File: src/rtl/wk_pkg.sv
package wk_pkg;

    typedef enum logic [1:0] {
        WK_IDLE = 2'd0,
        WK_DOM1 = 2'd1,
        WK_REC  = 2'd2,
        WK_DONE = 2'd3
    } wk_state_e;

endpackage

File: src/rtl/wk_sync.sv
module wk_sync #(
    parameter int STAGES = 2
) (
    input  logic clk,
    input  logic rst_n,
    input  logic enable_i,
    input  logic async_i,
    output logic sync_o
);
    typedef struct packed {
        logic [STAGES-1:0] chain;
    } sync_regs_t;

    sync_regs_t r_d, r_q;

    always_comb begin
        r_d = r_q;
        if (!enable_i) begin
            r_d.chain = '1;
        end else begin
            r_d.chain = {r_q.chain[STAGES-2:0], async_i};
        end
    end

    always_ff @(posedge clk or negedge rst_n) begin
        if (!rst_n) r_q <= '{chain: '1};
        else        r_q <= r_d;
    end

    assign sync_o = r_q.chain[STAGES-1];
endmodule

File: src/rtl/wk_run_timer.sv
module wk_run_timer #(
    parameter int DOM_MIN = 50,
    parameter int REC_MIN = 50,
    parameter int CNT_MAX = 1000,
    parameter int CNT_W   = 10
) (
    input  logic clk,
    input  logic rst_n,
    input  logic enable_i,
    input  logic dom_i,
    output logic dom_qual_o,
    output logic rec_qual_o
);
    typedef struct packed {
        logic             lvl;
        logic [CNT_W-1:0] cnt;
    } run_regs_t;

    localparam logic [CNT_W-1:0] CNT_TOP = CNT_W'(CNT_MAX);
    localparam logic [CNT_W-1:0] DOM_LIM = CNT_W'(DOM_MIN);
    localparam logic [CNT_W-1:0] REC_LIM = CNT_W'(REC_MIN);

    run_regs_t r_d, r_q;

    always_comb begin
        r_d = r_q;
        if (!enable_i) begin
            r_d = '0;
        end else if (dom_i == r_q.lvl) begin
            if (r_q.cnt != CNT_TOP) r_d.cnt = r_q.cnt + 1'b1;
        end else begin
            r_d.lvl = dom_i;
            r_d.cnt = CNT_W'(1);
        end
    end

    always_ff @(posedge clk or negedge rst_n) begin
        if (!rst_n) r_q <= '0;
        else        r_q <= r_d;
    end

    assign dom_qual_o = enable_i &&  dom_i && (r_d.cnt == DOM_LIM);
    assign rec_qual_o = enable_i && !dom_i && (r_d.cnt == REC_LIM);
endmodule

File: src/rtl/wk_seq_fsm.sv
module wk_seq_fsm
    import wk_pkg::*;
#(
    parameter int DOM_MIN = 50,
    parameter int TIMEOUT = 1000,
    parameter int CNT_W   = 10
) (
    input  logic clk,
    input  logic rst_n,
    input  logic enable_i,
    input  logic clr_i,
    input  logic dom_qual_i,
    input  logic rec_qual_i,
    output logic wake_o
);
    typedef struct packed {
        wk_state_e        state;
        logic [CNT_W-1:0] win;
        logic             flag;
    } fsm_regs_t;

    localparam logic [CNT_W-1:0] WIN_START = CNT_W'(DOM_MIN);
    localparam logic [CNT_W-1:0] WIN_LAST  = CNT_W'(TIMEOUT);

    fsm_regs_t        r_d, r_q;
    logic [CNT_W-1:0] win_next;
    logic             expire;

    assign win_next = r_q.win + 1'b1;
    assign expire   = (win_next >= WIN_LAST);

    always_comb begin
        r_d = r_q;
        unique case (r_q.state)
            WK_IDLE: begin
                if (dom_qual_i) begin
                    r_d.state = WK_DOM1;
                    r_d.win   = WIN_START;
                end
            end
            WK_DOM1: begin
                r_d.win = win_next;
                if (expire) begin
                    r_d.state = dom_qual_i ? WK_DOM1 : WK_IDLE;
                    r_d.win   = dom_qual_i ? WIN_START : '0;
                end else if (rec_qual_i) begin
                    r_d.state = WK_REC;
                end
            end
            WK_REC: begin
                r_d.win = win_next;
                if (dom_qual_i) begin
                    r_d.state = WK_DONE;
                    r_d.flag  = 1'b1;
                end else if (expire) begin
                    r_d.state = WK_IDLE;
                    r_d.win   = '0;
                end
            end
            WK_DONE: begin
                r_d.flag = 1'b1;
            end
            default: r_d = '0;
        endcase
        if (clr_i) begin
            r_d.state = WK_IDLE;
            r_d.win   = '0;
            r_d.flag  = 1'b0;
        end
        if (!enable_i) r_d = '0;
    end

    always_ff @(posedge clk or negedge rst_n) begin
        if (!rst_n) r_q <= '0;
        else        r_q <= r_d;
    end

    assign wake_o = r_q.flag;
endmodule

File: src/rtl/bus_wake_detector.sv
module bus_wake_detector #(
    parameter int DOM_MIN     = 50,
    parameter int REC_MIN     = 50,
    parameter int TIMEOUT     = 1000,
    parameter int SYNC_STAGES = 2
) (
    input  logic clk,
    input  logic rst_n,
    input  logic offline_en_i,
    input  logic bus_rx_i,
    input  logic wake_clr_i,
    output logic wake_flag_o,
    output logic rxd_n_o
);
    localparam int CNT_W = $clog2(TIMEOUT + 2);

    logic bus_sync;
    logic dom_s;
    logic dom_qual;
    logic rec_qual;
    logic wake;

    wk_sync #(
        .STAGES (SYNC_STAGES)
    ) u_sync (
        .clk      (clk),
        .rst_n    (rst_n),
        .enable_i (offline_en_i),
        .async_i  (bus_rx_i),
        .sync_o   (bus_sync)
    );

    assign dom_s = ~bus_sync;

    wk_run_timer #(
        .DOM_MIN (DOM_MIN),
        .REC_MIN (REC_MIN),
        .CNT_MAX (TIMEOUT),
        .CNT_W   (CNT_W)
    ) u_run (
        .clk        (clk),
        .rst_n      (rst_n),
        .enable_i   (offline_en_i),
        .dom_i      (dom_s),
        .dom_qual_o (dom_qual),
        .rec_qual_o (rec_qual)
    );

    wk_seq_fsm #(
        .DOM_MIN (DOM_MIN),
        .TIMEOUT (TIMEOUT),
        .CNT_W   (CNT_W)
    ) u_fsm (
        .clk        (clk),
        .rst_n      (rst_n),
        .enable_i   (offline_en_i),
        .clr_i      (wake_clr_i),
        .dom_qual_i (dom_qual),
        .rec_qual_i (rec_qual),
        .wake_o     (wake)
    );

    assign wake_flag_o = wake;
    assign rxd_n_o     = ~wake;
endmodule

File: config.mk
export PLATFORM = sky130hd
export DESIGN_NAME = bus_wake_detector
export DESIGN_NICKNAME = d
export VERILOG_FILES = /design/src/rtl/wk_pkg.sv /design/src/rtl/wk_sync.sv /design/src/rtl/wk_run_timer.sv /design/src/rtl/wk_seq_fsm.sv /design/src/rtl/bus_wake_detector.sv
export SDC_FILE = /design/constraint.sdc
export NUM_CORES = 1
export LEC_CHECK = 0
export CAP_MARGIN = 20
export CORE_AREA = 2 2 75 84
export DETAILED_ROUTE_END_ITERATION = 12
export DIE_AREA = 0 0 77 86
export DONT_BUFFER_PORTS = 1
export PLACE_DENSITY = 0.41
export SLEW_MARGIN = 20
export SYNTH_ARGS = -nofsm -noshare
export SYNTH_HDL_FRONTEND = slang
export SYNTH_HIERARCHICAL = 1
export SYNTH_SLANG_ARGS = --single-unit
File: constraint.sdc
create_clock -name clk -period 4.2 [get_ports clk]
set_input_delay 0.63 -clock clk [delete_from_list [all_inputs] [get_ports clk]]
set_output_delay 0.63 -clock clk [all_outputs]
set_load 0.05 [all_outputs]
* Yosys cells after proc, flatten, opt, wreduce, memory -nomap -nowiden
Cells that the tools add are included.
Widths: inputs -> output; s select.
** Storage, ports and cells
- Bits of input ports :: 5
- Logic and storage cells :: 51
- Flip-flop bits (word level) :: 26
** Operators by class
- Reductions and logical operators :: 8
- Bitwise logic cells :: 2
- Add/sub/neg operators :: 2
- Mux-type cells :: 19
- Eq/ne operators :: 13
- Order comparisons :: 1
** Operators with widths (number)
- $mux 10 :: 4
- $pmux 12 s3 :: 1
- $mux 13 :: 2
- $mux 12 :: 2
- $add 10x1->10 const B :: 2
- $mux 11 :: 1
- $eq 10x6->1 const B :: 1
- $ge 10x10->1 const B :: 1
- $ne 10x10->1 const B :: 1
- $mux 2 :: 4
- $ne 4x3->1 const B :: 2
- $mux 6 :: 1
- $ne 5x1->1 const B :: 1
- $ne 5x3->1 const B :: 1
- $ne 5x4->1 const B :: 1
- $eq 2x2->1 const B :: 2
- $logic_and 1x1->1 :: 4
- $ne 4x1->1 const B :: 1
- $reduce_and 2->1 :: 2
- $reduce_and 4->1 :: 1
- $mux 1 :: 3
- $eq 2x1->1 const B :: 1
- $logic_not 2->1 :: 1
- $ne 2x2->1 const B :: 1
- other kinds (3) :: 4

* Longest topological paths before layout
Gate-level depths: netlist of run 1.
- Depth in word-level cells :: 11
- Mapped depth :: 14
- Mapped depth without buffers :: 13

* Modules after synthesis
Netlist of run 1, hierarchy kept.
** Modules (own cells, without submodules)
- wk_seq_fsm :: area an instance 965.9 µm², instances 1, sequential area each 325.3 µm², cells an instance 117
- wk_run_timer :: area an instance 646.9 µm², instances 1, sequential area each 275.3 µm², cells an instance 61
- wk_sync :: area an instance 65.1 µm², instances 1, sequential area each 52.6 µm², cells an instance 4
- bus_wake_detector :: area an instance 7.5 µm², instances 1, sequential area each 0.0 µm², cells an instance 2

* Least setup slack after synthesis of run 1
Ideal clock, no wire load.
- Kind :: reg-to-reg
- From :: reg u_run/r_q[0] (netlist bit)
- To :: reg u_fsm/r_q[6] (netlist bit)
- Path slack :: 1.264 ns
- Period minus slack after synthesis :: 2.936 ns
- Arrival :: 2.832 ns
- Stages on the path, launching flop included :: 15
- Path through :: dfrtp_1 inv_1 ha_1 nor4bb_1 nand3_1 mux2_2 nand4_1 nor4b_2 nand2_1 o21a_1 clkbuf_1 nor3_1 xnor2_1 o21ai_1 a221oi_1
** On the way
- Cells in the longest elaborated chain, start to end :: 11
- Elaborated cells on any way between the ends :: 15
** RTL lines
- start, declared :: RTL line wk_run_timer.sv:23 : run_regs_t r_d, r_q;
- start signal, assigned :: RTL line wk_run_timer.sv:39 : else r_q <= r_d;
- $add 10x1->10 or $ne 10x10->1 (tied branches) :: RTL line wk_run_timer.sv:30 : if (r_q.cnt != CNT_TOP) r_d.cnt = r_q.cnt + 1'b1;
- $mux 10 (*) :: RTL line wk_run_timer.sv:30
- $mux 10 (*) :: RTL line wk_run_timer.sv:29 : end else if (dom_i == r_q.lvl) begin
- $mux 11 (*) :: RTL line wk_run_timer.sv:27 : if (!enable_i) begin
- $eq 10x6->1 (*) :: RTL line wk_run_timer.sv:42 : assign dom_qual_o = enable_i && dom_i && (r_d.cnt == DOM_LIM);
- $logic_and 1x1->1 (*) :: RTL line wk_run_timer.sv:42
- net dom_qual :: RTL line bus_wake_detector.sv:19 : logic dom_qual;
- $mux 6 :: RTL line wk_seq_fsm.sv:45 : r_d.win = dom_qual_i ? WIN_START : '0;
- $mux 10 :: RTL line wk_seq_fsm.sv:43 : if (expire) begin
- $pmux 12 s3 :: RTL line wk_seq_fsm.sv:34 : unique case (r_q.state)
- $mux 13 :: RTL line wk_seq_fsm.sv:65 : if (clr_i) begin
- $mux 13 :: RTL line wk_seq_fsm.sv:70 : if (!enable_i) r_d = '0;
- end signal, assigned :: RTL line wk_seq_fsm.sv:75 : else r_q <= r_d;
- end, declared :: RTL line wk_seq_fsm.sv:25 : fsm_regs_t r_d, r_q;
Mark *: on every way through the listed nets, which the timed path passes. The rest lies on a longest branch.
A chain may end at the register's enable or synchronous reset.

* Worst setup path after layout of run 1
Ends and elaborated chain as after synthesis.

==> results of run 1 <==
## power by group through the flow
stage,combinational [mW],sequential (mW),clock [mW]
finish,0.0232,0.258,0.165
global route,0.0264,0.259,0.183
CTS,0.0239,0.258,0.175
global placement,0.0234,0.263,0
detailed placement,0.0237,0.263,0
floorplan,0.0198,0.262,0
## per-layer routing
layer,GRT usage,vias to the layer above
li1,-,668
met3,0.0158,7
met2,0.249,24
met5,0,-
met1,0.140,677
met4,0.0503,0
## path summary, 6_finish.rpt
kind	endpoint	from	slack [ns]	cells after the start
setup / recovery	u_fsm/r_q[6]$_DFFE_PN0P_	u_run/r_q[0]$_DFF_PN0_	0.88	13
hold / removal	u_run/r_q[3]$_DFF_PN0_	rst_n	0.03	0
setup reg to reg	u_fsm/r_q[6]$_DFFE_PN0P_	u_run/r_q[0]$_DFF_PN0_	0.88	13
hold reg to reg	u_sync/r_q[1]$_DFF_PN1_	u_sync/r_q[0]$_DFF_PN1_	0.49	1
max in group asynchronous	u_sync/r_q[1]$_DFF_PN1_	rst_n	4.00	0
min in group clk	u_sync/r_q[0]$_DFF_PN1_	offline_en_i	0.38	1
## critical path, stage by stage, from the launching register on
cell and delay, ns:
dfrtp_1 0.43, inv_1 0.10, ha_1 0.16, nor4bb_1 0.20, nand3_1 0.18, mux2_2 0.28
nand4_1 0.15, nor4b_2 0.51, nand2_1 0.12, o21a_1 0.23, nor3_1 0.28, xnor2_1 0.16
o21ai_1 0.10, a221oi_1 0.30
## cell usage after synthesis, drive strengths merged
cell type / instances
nand3: 12
and2: 1
a221oi: 1
inv: 16
xnor2: 4
o21ai: 9
nor2b: 3
a21oi: 13
mux2: 1
nor4bb: 1
nand2: 8
o22ai: 5
clkbuf: 2
dfstp: 2
xor2: 6
ha: 8
nor3: 6
and4: 3
nor4b: 2
o221ai: 1
nand4: 5
buf: 3
a31oi: 12
and3: 1
o21a: 3
and3b: 1
dfrtp: 24
nor4: 3
a21o: 2
nand2b: 6
a311oi: 2
a211oi: 1
or2: 2
or4: 1
or3: 3
nor2: 11
## final cells by class
type,instances,area (sq um),share of cell area
inverter,16,60.1,0.0333
tap,77,96.3,0.0535
sequential,26,653,0.362
clock buffer,4,55.1,0.0306
multi-input combinational,137,937,0.520
## metrics by stage
step           cells  setup WS (ns)  area (sq um)  hold slack [ns]  power [mW]
5_1_grt          260          0.561          1800           0.0147       0.468
6_report         260          0.885          1800           0.0282       0.446
3_3_place_gp     256           1.06          1750            0.335       0.286
2_1_floorplan    184           1.26          1690            0.334       0.282
4_1_cts          260          0.890          1800           0.0219       0.457
3_5_place_dp     256          0.905          1750            0.335       0.287
## sequential cells by signal, indices dropped and copies added, names as in the netlist
name	flops
u_fsm/r_q	12
u_fsm/wake_o	1
u_run/r_q	11
u_sync/r_q	2
## cells by family (layout without fill, tap and decap cells)
group,after synthesis,in the layout
mux,1,1
simple gates,69,69
flops,26,26
fa+ha+maj,8,8
compound gates,49,49
buf+inv,21,20
xor+xnor,10,10
==> qor.csv, run 1 <==
metric;value;unit
post_cts_resized;0;
drt-vias-per-instance;5.29;
worstPathArrival;3.49;ns
drt_iter0_markers;58;
grt_overflow;0;
die_h;86;um
yosysWarnings;6;
slew_viol_final;0;
post_cts_buffers;0;
clk_latency;0.28;ns
cts_tree;done;
cts_num_sinks;26;
clk_pin_slew;0.10;ns
cts_inserted_buffers;3;
dr_wl_met2;2140;um
period_share;0.789;
seq_area_frac_synth;0.388;
syn_avg_cell_area;9.16;sq um
root_buffer;clkbuf_8;
final_cell_mix;24 x dfrtp_1, 16 x inv_1, 12 x a31oi_1;
fin_setup_tns;0;ns
drtAntennaViolNets;0;
tightest_slew;0.689;ns
n_antenna_cell;0;
powerDensity;248;nW/um^2
synthXorXnorAreaFrac;0.0520;
synth_compound_area_frac;0.189;
crit_type;flop to flop;
max_freq;302;MHz
synth_area_leader_cell;dfrtp_1;
cap_violations;0;
cts.path.max_buffers;2;
peakVddDrop;0.000121;V
synth_top_area_share;0.356;
p_int;0.348;mW
route.detailed.drc;0;
syn2layout_area_growth;6.90;%
grt_pass1_vias;1404;
wl_met3;90;um
wl_met1;1640;um
core_region_area;5730;sq um
grt_max_degree;27;
gp_congestion;0.839;
cp-end-kind;flop;
p_seq_frac;0.578;
slew_headroom;0.536;
start_util;0.294;
finalHoldViolCount;0;
leakagePower;0.675;nW
grt_pass1_wl;6780;um
min_path_type;primary input to async pin;
antenna_found_initial;0;
syn-num-nets;197;
final_common_cell;dfrtp_1;
layout.nets;197;
rows;29;
wirelength;3960;um
dp_hpwl;3020;um
firstDrtPassIters;4;
die_w;77;um
setup_viol;0;
syn-cell-area;1690;sq um
cp.required;4.38;ns
synthMuxAreaShare;0.00668;
cp-start-kind;flop;
portBuffers;0;
switching_share;0.221;
cts_hold_buf;0;
synth.distinct_cells;47;
ys_seq_elements;26;
synth-simple-area-share;0.249;
cts_htree_levels;1;
vias;1376;
fill_cells;623;
synthAdderAreaFrac;0.0594;
finalCriticalPeriod;3.32;ns
drive_above_1_share;0.115;
routed.top_layer;met4;
synthTopCellsByArea;dfrtp_1 36%, ha_1 5.9%, a31oi_1 4.5%;
rsz0062_at_grt;no;
power_frac_clock;0.370;
switchingPower;0.0986;mW
synth_top_family_by_area;simple AND/OR/NAND/NOR gates;
finClkSkew;0.0147;ns
p_comb_frac;0.052;
fin_util;0.314;
critPathMaxFanout;9;
status;completed;
track_usage;0.128;
io_pins;7;
syn_inst;184;
routedWlPerCell;15.2;um
dieArea;6620;sq um
(Power assumes the default switching activity.)
==> run 2, diff against run 1 <==
Settings changed: PLACE_DENSITY 0.41 to 0.42.
Clock period 4.2 ns to 3 ns, I/O delays scaled along.
==> qor.csv, run 2 (synthesis results as in run 1) <==
metric;value;unit
critPathMaxFanout;6;
min_path_cells;1;
root_buffer;clkbuf_8;
dp_cells;261;
drive_above_1_share;0.173;
finClkSkew;0.00484;ns
clk_latency;0.27;ns
wirelength;4050;um
drt-vias-per-instance;5.22;
finalCriticalPeriod;2.76;ns
leakagePower;0.727;nW
slew_headroom;0.635;
reg2reg_slack;0.24;ns
grt_max_degree;27;
core_region_area;5730;sq um
cp.required;3.20;ns
fill_cells;631;
portBuffers;0;
grt_pass1_wl;6930;um
cts_htree_levels;1;
r2r_cells;12;
final_cell_mix;24 x dfrtp_1, 16 x inv_1, 12 x a31oi_1;
antenna_found_initial;0;
rsz0062_at_grt;no;
layout.nets;205;
setup_viol;0;
place_ws;0.0515;ns
postLayoutSetupSlackWorst;0.239;ns
io_pins;7;
largestRegisters;u_fsm/r_q: 12 flops, u_run/r_q: 11 flops, u_sync/r_q: 2 flops;
n_antenna_cell;0;
track_usage;0.130;
routedWlPerCell;15.1;um
drt_iter0_markers;38;
start_util;0.294;
min_path_type;primary input to flop;
die_w;77;um
vias;1399;
tightest_slew;0.544;ns
stdcell_count;268;
r2r_end;u_fsm/r_q[3]$_DFFE_PN0P_;
largest-register;u_fsm/r_q;
clk_pin_slew;0.09;ns
powerDensity;337;nW/um^2
cp-end-kind;flop;
grt_overflow;0;
crit-reg2reg-launch;u_run/r_q[0]$_DFF_PN0_;
die_h;86;um
fin_setup_tns;0;ns
period_share;0.920;
finalPower;0.642;mW
finalHoldViolCount;0;
gp_congestion;0.895;
largest_register_ffs;12;
rows;29;
cts_tree;done;
crit_type;flop to flop;
drtAntennaViolNets;0;
fin_util;0.332;
cp-start-kind;flop;
peakVddDrop;0.000161;V
final_common_cell;dfrtp_1;
min_to;u_sync/r_q[1]$_DFF_PN1_;
max_freq;362;MHz
hold_path.startpoint;offline_en_i;
route.detailed.drc;0;
worstPathArrival;2.96;ns
firstDrtPassIters;4;
grt_pass1_vias;1453;
cts.path.max_buffers;2;
dp_hpwl;2940;um
slew_viol_final;0;
dieArea;6620;sq um
syn2layout_area_growth;13.1;%
cts_inserted_buffers;3;
cts_num_sinks;26;
status;completed;
cap_violations;0;
## run 2: repair_timing
| item | in CTS | in global routing |
|---|---|---|
| endpoints found under the setup margin | 0 | 11 |
| buffers inserted | 0 | 1 |
| hold buffers | 2 | 0 |
| hold endpoints to repair | 26 | 0 |
| gates resized for setup | 0 | 6 |
## run 2: cell type report
class,count,area [sq um],share of cell area
Multi-Input combinational cell,137,966,0.507
Sequential cell,26,653,0.343
Tap cell,77,96.3,0.0506
Timing Repair Buffer,8,75.1,0.0394
Inverter,16,60.1,0.0315
Clock buffer,4,55.1,0.0289
## run 2: through the flow
step           hold WS, ns  area [sq um]
6_report             0.214          1910
5_1_grt              0.204          1910
4_1_cts              0.200          1870
3_5_place_dp         0.155          1780
3_3_place_gp         0.155          1780
2_1_floorplan        0.154          1690
## run 2: layer usage
metal  GRT usage  vias to the layer above  part of all wire
li1            -                      681                 -
met1       0.152                      699              0.42
met2       0.246                       15              0.55
met3      0.0126                        4             0.019
met4      0.0487                        0             0.012
met5           0                        -                 0
## run 2: power breakdown
group          internal, mW  switching (mW)  total [mW]
registers             0.356         0.00530       0.361
logic                0.0199          0.0276      0.0475
clock network         0.117           0.116       0.234
total                 0.493           0.149       0.642
## run 2: worst max-delay path by stage
stage / end / startpoint
3_5_place_dp: u_fsm/r_q[6]$_DFFE_PN0P_ / u_run/r_q[0]$_DFF_PN0_
5_1_grt: u_fsm/r_q[6]$_DFFE_PN0P_ / u_run/r_q[0]$_DFF_PN0_
2_1_floorplan: u_fsm/r_q[6]$_DFFE_PN0P_ / u_run/r_q[0]$_DFF_PN0_
6_report: u_fsm/r_q[3]$_DFFE_PN0P_ / u_run/r_q[0]$_DFF_PN0_
3_3_place_gp: u_fsm/r_q[6]$_DFFE_PN0P_ / u_run/r_q[0]$_DFF_PN0_
4_1_cts: u_fsm/r_q[6]$_DFFE_PN0P_ / u_run/r_q[0]$_DFF_PN0_
## run 2: critical path: stages, from the launching register on
cell and delay (ns):
dfrtp_1 0.43, inv_1 0.12, ha_1 0.15, nor4bb_2 0.20, nand3_1 0.18, mux2_2 0.27, nand4_1 0.17, nor4b_4 0.27
nand2_1 0.09, o21a_2 0.17, nor3_1 0.37, a31oi_1 0.14, a21oi_1 0.13
